$ cat config.mk
export PLATFORM = sky130hd
export DESIGN_NAME = lnb_ctrl_reg
export DESIGN_NICKNAME = d
export VERILOG_FILES = /design/src/rtl/lnb_ctrl_pkg.sv /design/src/rtl/lnb_cfg_store.sv /design/src/rtl/lnb_level_decode.sv /design/src/rtl/lnb_tone_gen.sv /design/src/rtl/lnb_ctrl_reg.sv
export SDC_FILE = /design/constraint.sdc
export NUM_CORES = 1
export LEC_CHECK = 0
export ABC_CLOCK_PERIOD_IN_PS = 2400
export BUFFER_PORTS_ARGS = -buffer_cell sky130_fd_sc_hd__clkbuf_2
export CORE_ASPECT_RATIO = 0.75
export CORE_MARGIN = 4
export CORE_UTILIZATION = 24
export DETAILED_ROUTE_END_ITERATION = 6
export PLACE_DENSITY_LB_ADDON = 0.08
export SLEW_MARGIN = 30
export SYNTH_ARGS = -nofsm -noshare
export SYNTH_HDL_FRONTEND = slang
export SYNTH_SLANG_ARGS = --single-unit
$ cat constraint.sdc
create_clock -name clk -period 2.4 [get_ports clk]
set_input_delay 0.12 -clock clk [delete_from_list [all_inputs] [get_ports clk]]
set_output_delay 0.12 -clock clk [all_outputs]
set_load 0.02 [all_outputs]
$ cat src/rtl/lnb_ctrl_pkg.sv
package lnb_ctrl_pkg;

    localparam int CTRL_W = 6;

    typedef struct packed {
        logic volt_mode;   // bit 5
        logic pulse_lim;   // bit 4
        logic tx_keep;     // bit 3
        logic boost;       // bit 2
        logic hi_sel;      // bit 1
        logic on;          // bit 0
    } ctrl_t;

    typedef enum logic [1:0] {
        LVL_13V  = 2'b00,
        LVL_18V  = 2'b01,
        LVL_19V5 = 2'b10
    } lvl_t;

    function automatic int unsigned half_period(input int unsigned clk_hz,
                                                input int unsigned tone_hz);
        return clk_hz / (2 * tone_hz);
    endfunction

endpackage

$ cat src/rtl/lnb_cfg_store.sv
module lnb_cfg_store
    import lnb_ctrl_pkg::*;
(
    input  logic        clk,
    input  logic        rst,
    input  logic        wr_en,
    input  logic [7:0]  wr_data,
    input  logic        ovl_flag,
    input  logic        ovt_flag,
    output ctrl_t       ctrl,
    output logic [7:0]  rd_data
);

    logic unused_hi;
    assign unused_hi = ^wr_data[7:6];

    always_ff @(posedge clk) begin
        if (rst) begin
            ctrl <= '0;
        end else if (wr_en) begin
            ctrl <= ctrl_t'(wr_data[CTRL_W-1:0]);
        end
    end

    assign rd_data = {ovt_flag, ovl_flag, ctrl};

    assert_write_R1: assert property (@(posedge clk) disable iff (rst)
        wr_en |=> (rd_data[5:0] == $past(wr_data[5:0])));

    assert_hold_R1: assert property (@(posedge clk) disable iff (rst)
        !wr_en |=> $stable(ctrl));

    assert_clear_R3: assert property (@(posedge clk)
        rst |=> (ctrl == '0));

endmodule

$ cat src/rtl/lnb_level_decode.sv
module lnb_level_decode
    import lnb_ctrl_pkg::*;
(
    input  logic  clk,
    input  logic  rst,
    input  ctrl_t ctrl,
    input  logic  sel_pin,
    input  logic  uvlo,
    output logic  pwr_en,
    output lvl_t  lvl_code,
    output logic  drop_comp,
    output logic  tone_en
);

    logic active;

    always_comb begin
        active    = ctrl.on && !uvlo;
        pwr_en    = active;
        drop_comp = active && ctrl.boost;
        tone_en   = active && !ctrl.volt_mode && ctrl.tx_keep && sel_pin;
        lvl_code  = LVL_13V;
        if (active) begin
            if (ctrl.volt_mode) begin
                lvl_code = sel_pin ? LVL_18V : LVL_13V;
            end else begin
                lvl_code = ctrl.hi_sel ? LVL_19V5 : LVL_13V;
            end
        end
    end

    assert_standby_R4: assert property (@(posedge clk) disable iff (rst)
        !ctrl.on |-> (!pwr_en && !drop_comp && !tone_en && lvl_code == LVL_13V));

    assert_uvlo_R5: assert property (@(posedge clk) disable iff (rst)
        uvlo |-> (!pwr_en && !drop_comp && !tone_en && lvl_code == LVL_13V));

    assert_no_tone_vmode_R7: assert property (@(posedge clk) disable iff (rst)
        ctrl.volt_mode |-> !tone_en);

    assert_legal_level_R11: assert property (@(posedge clk) disable iff (rst)
        lvl_code != 2'b11);

endmodule

$ cat src/rtl/lnb_tone_gen.sv
module lnb_tone_gen #(
    parameter int unsigned HALF = 2840
) (
    input  logic clk,
    input  logic rst,
    input  logic tone_en,
    output logic tone_out
);

    localparam int CW = $clog2(HALF + 1);
    localparam logic [CW-1:0] LAST = CW'(HALF - 1);

    logic [CW-1:0] cnt;
    logic          wrap;

    assign wrap = (cnt == LAST);

    always_ff @(posedge clk) begin
        if (rst || !tone_en) begin
            cnt      <= '0;
            tone_out <= 1'b0;
        end else if (wrap) begin
            cnt      <= '0;
            tone_out <= ~tone_out;
        end else begin
            cnt      <= cnt + 1'b1;
        end
    end

    assert_tone_off_R10: assert property (@(posedge clk) disable iff (rst)
        !tone_en |=> !tone_out);

    assert_tone_hold_R10: assert property (@(posedge clk) disable iff (rst)
        (tone_en && !wrap) |=> (tone_out == $past(tone_out)));

    assert_tone_flip_R10: assert property (@(posedge clk) disable iff (rst)
        (tone_en && wrap) |=> (tone_out != $past(tone_out)));

endmodule

$ cat src/rtl/lnb_ctrl_reg.sv
module lnb_ctrl_reg
    import lnb_ctrl_pkg::*;
#(
    parameter int unsigned CLK_HZ  = 125_000_000,
    parameter int unsigned TONE_HZ = 22_000
) (
    input  logic       clk,
    input  logic       rst,
    input  logic       wr_en,
    input  logic [7:0] wr_data,
    output logic [7:0] rd_data,
    input  logic       sel_pin,
    input  logic       uvlo,
    input  logic       ovl_flag,
    input  logic       ovt_flag,
    output logic       pwr_en,
    output logic [1:0] lvl_code,
    output logic       drop_comp,
    output logic       tone_en,
    output logic       tone_out
);

    localparam int unsigned HALF = half_period(CLK_HZ, TONE_HZ);

    ctrl_t ctrl;
    lvl_t  lvl;

    lnb_cfg_store u_store (
        .clk      (clk),
        .rst      (rst),
        .wr_en    (wr_en),
        .wr_data  (wr_data),
        .ovl_flag (ovl_flag),
        .ovt_flag (ovt_flag),
        .ctrl     (ctrl),
        .rd_data  (rd_data)
    );

    lnb_level_decode u_decode (
        .clk       (clk),
        .rst       (rst),
        .ctrl      (ctrl),
        .sel_pin   (sel_pin),
        .uvlo      (uvlo),
        .pwr_en    (pwr_en),
        .lvl_code  (lvl),
        .drop_comp (drop_comp),
        .tone_en   (tone_en)
    );

    assign lvl_code = lvl;

    lnb_tone_gen #(.HALF(HALF)) u_tone (
        .clk      (clk),
        .rst      (rst),
        .tone_en  (tone_en),
        .tone_out (tone_out)
    );

    initial begin
        assert_half_R10: assert (HALF >= 2)
            else $error("tone half period too short");
    end

endmodule

==> results.md <==
* Hold WC Path Type: primary input to flop
* GP Congestion at 0.677
* Die height at 60.1 um
* Data required time at the worst endpoint at 2.54 ns
* Post-Synth XOR/XNOR Area at 11.1%
* Top FF cell, synth: dfxtp_1
* Synthesized net count at between 100 and 150
* Switch share at 21.7%
* WS Path Type: flop to flop
* Hold path depth at 3
* Mux cell area share after synthesis at 6.92%
* Final Util at between 30% and 40%
* CP Capture Type: flop
* Area growth syn-to-layout at 19.2%
* Max VDD drop at roughly 0.27 mV
* Worst setup SP type: flop
* Internal power at ~0.46 mW
* Vias at between 600 and 700
* CTS tree: done
* Total CTS buffers at 3
* Most frequent cells in the layout: 22 x clkbuf_2, 19 x dfxtp_1, 11 x nor2_1
* Commonest non-fill, non-tap cell in the layout: clkbuf_2
* Vias in the first global route at ~600
* Peak fanout along the critical path at 11
* Register area share after synthesis at between 40% and 50%
* Via density at 4.19
* Synth Instances at 90
* Residual DRC at 0
* Max-cap violations at 0
* Clk pwr share at between 30% and 40%
* Setup violators final at 0
* P_leak at about 0.39 nW
* Final Hold Vio Count at 0
* Starting density of the core at approximately a quarter
* Clk sinks at 19
* HPWL after DPL at ~1.3 mm
* Combinational power share at 6.9%
* Skew final at roughly 0.0015 ns
* Initial antenna violation count at 0
* Headroom to the max-slew limit at about four fifths
* Post_cts resized at 0
* Largest family of logic cells by synthesized area: simple AND/OR/NAND/NOR gates
* I/O pin count at 29
* Total global-route track usage at under 10%
* F_max at around 0.6 GHz
* CP startpoint: u_tone.cnt[6]$_SDFF_PP0_
* Antenna Cells at 0
* Syn avg cell area at 9.65 um^2
* PwrDens at 563 nW/um^2
* Core Footprint at approximately 3400 um^2
* Multi-input logic area at roughly 440 um^2
* Final nets at about 130
* DRT iter0 DRCs at 15
* Status: finished clean
* Worst r2r src: u_tone.cnt[6]$_SDFF_PP0_
* Sequential cell area at between 300 and 400 um^2
* Hold EP: u_store.ctrl[2]$_SDFFE_PP0P_
* Root buffer cell: clkbuf_8
* Hold path start: wr_data[2]
* R2R cell count at 4
* CTS Buffer Depth at 2
* Skew-Pair Late Insertion Delay at 0.25 ns
* Port buffer count at 22
* Total congestion overflow at 0
* Async SR Flop Fraction at 0%
* Drt first pass iters at 4
* Slew Viols, Final at 0
* Detailed Route WL at around 1.6 mm
* Hold buffer count at cts at 0
* Layout cells sized above 1 at between 30% and 40%
* Total negative slack at 0 ns
* Dpl cell area at 990 um^2
* Dpl cells at 148
* Syn. warnings at 0
* Finished Cell Area at 1030 um^2
* Synth Area in Adders at 1.44%
* Global-route wire length before repair at roughly 2.9 mm
* EDFF count, synth at 0
* Post-route clock period utilization at between 70% and 80%
* Die W at ~77 um
* H-tree levels at 1
* Pin count of the biggest net entering global routing at 12
* Non-Filler Instances at between 150 and 200
* Tmin final at approximately 1.7 ns
* Seq pwr share at about 56%
* Post-Syn Area at between 800 and 900 um^2
* R2R Setup Slk at about 0.69 ns
* Distinct cell type count after synthesis at 25
* Row count at 18
* Reg-to-reg critical path endpoint: u_tone.cnt[5]$_SDFF_PP0_
* Synth Register Bits at 19
* Complex-gate fraction of the synthesized area at 0%
* Worst EP arrival at between 1.5 and 2 ns
* Die footprint at approximately 4700 um^2
* Slew @ Worst Pin at about 0.32 ns
* Synth Area in Simple Gates at around 31%
* Sw Pwr at 0.126 mW
* RSZ-0062 raised after global routing: no
* Antenna-violating nets left at 0
* Filler instances at 356
* WL/cell at between 10 and 15 um
* Post-CTS Setup Inserts at 0
* Reg clk slew, reported paths at 0.07 ns
## cells in the mapped netlist (all sizes together) (2+ instances only)
master / n / area share [%]
nor2: 21 / 12
dfxtp: 19 / 44
xnor2: 9 / 9.1
mux2i: 6 / 6.9
nand3: 5 / 2.9
nor3: 4 / 2.3
buf: 3 / 4.0
inv: 3 / 1.3
nand2: 3 / 1.3
and3: 2 / 1.4
nor2b: 2 / 1.4
nor4: 2 / 3.2
xor2: 2 / 2.0
## cells by family after synthesis
group / after synthesis
AND/OR/NAND/NOR: 46
flip-flops: 19
XOR/XNOR: 11
buffers and inverters: 7
multiplexers: 6
adder cells (fa/ha/maj): 1
## flip-flops by register name, indices dropped and copies added (netlist names)
| name | cells |
|---|---|
| u_tone.cnt | 12 |
| u_tone.tone_out | 1 |
| u_store.ctrl | 6 |
## worst max-delay path: stages (launching register included)
cell and delay, ns:
dfxtp_1 0.37, or4_4 0.54, nor4_4 0.32, or2_4 0.29, nor2_1 0.07
## per-stage QoR
| step | power [mW] | setup WS [ns] | hold slack, ns |
|---|---|---|---|
| 2_1_floorplan | 0.360 | 0.675 | 0.192 |
| 4_1_cts | 0.598 | 0.670 | 0.0983 |
| 3_5_place_dp | 0.373 | 0.684 | 0.240 |
| 6_report | 0.583 | 0.690 | 0.102 |
| 5_1_grt | 0.613 | 0.598 | 0.120 |
| 3_3_place_gp | 0.373 | 0.689 | 0.240 |
## layout make-up
cell class,instances,area share (%)
well taps,40,4.84
inverters,3,1.09
repair buffers,22,10.6
clock buffers,4,4.35
multi-input cells,64,42.3
flip-flops and latches,19,36.8
## power groups by stage
| stage | combinational (mW) | clock (mW) | sequential (mW) |
|---|---|---|---|
| floorplan | 0.0202 | 0 | 0.339 |
| global placement | 0.0405 | 0 | 0.333 |
| detailed placement | 0.0407 | 0 | 0.333 |
| CTS | 0.0409 | 0.232 | 0.325 |
| global route | 0.0447 | 0.242 | 0.326 |
| finish | 0.0400 | 0.218 | 0.325 |
## worst max-delay path by stage
stage                     depth (start not counted)                   endpoint  slack, ns
after global placement                            4   u_tone.cnt[5]$_SDFF_PP0_       0.69
after global routing                              4   u_tone.cnt[5]$_SDFF_PP0_       0.60
after detailed placement                          4   u_tone.cnt[5]$_SDFF_PP0_       0.68
after CTS                                         4   u_tone.cnt[5]$_SDFF_PP0_       0.67
after floorplan                                   5  u_tone.cnt[11]$_SDFF_PP0_       0.68
final                                             4   u_tone.cnt[5]$_SDFF_PP0_       0.69
## metal layers
metal  up-vias  global-route usage (%)  wire length (um)
met2         8                    12.2               709
met4         0                    2.28                19
met5         -                       0                 0
met3         2                    3.92                72
li1        338                       -                 -
met1       289                    10.1               846
No activity file was read; power rests on OpenSTA's default activity.
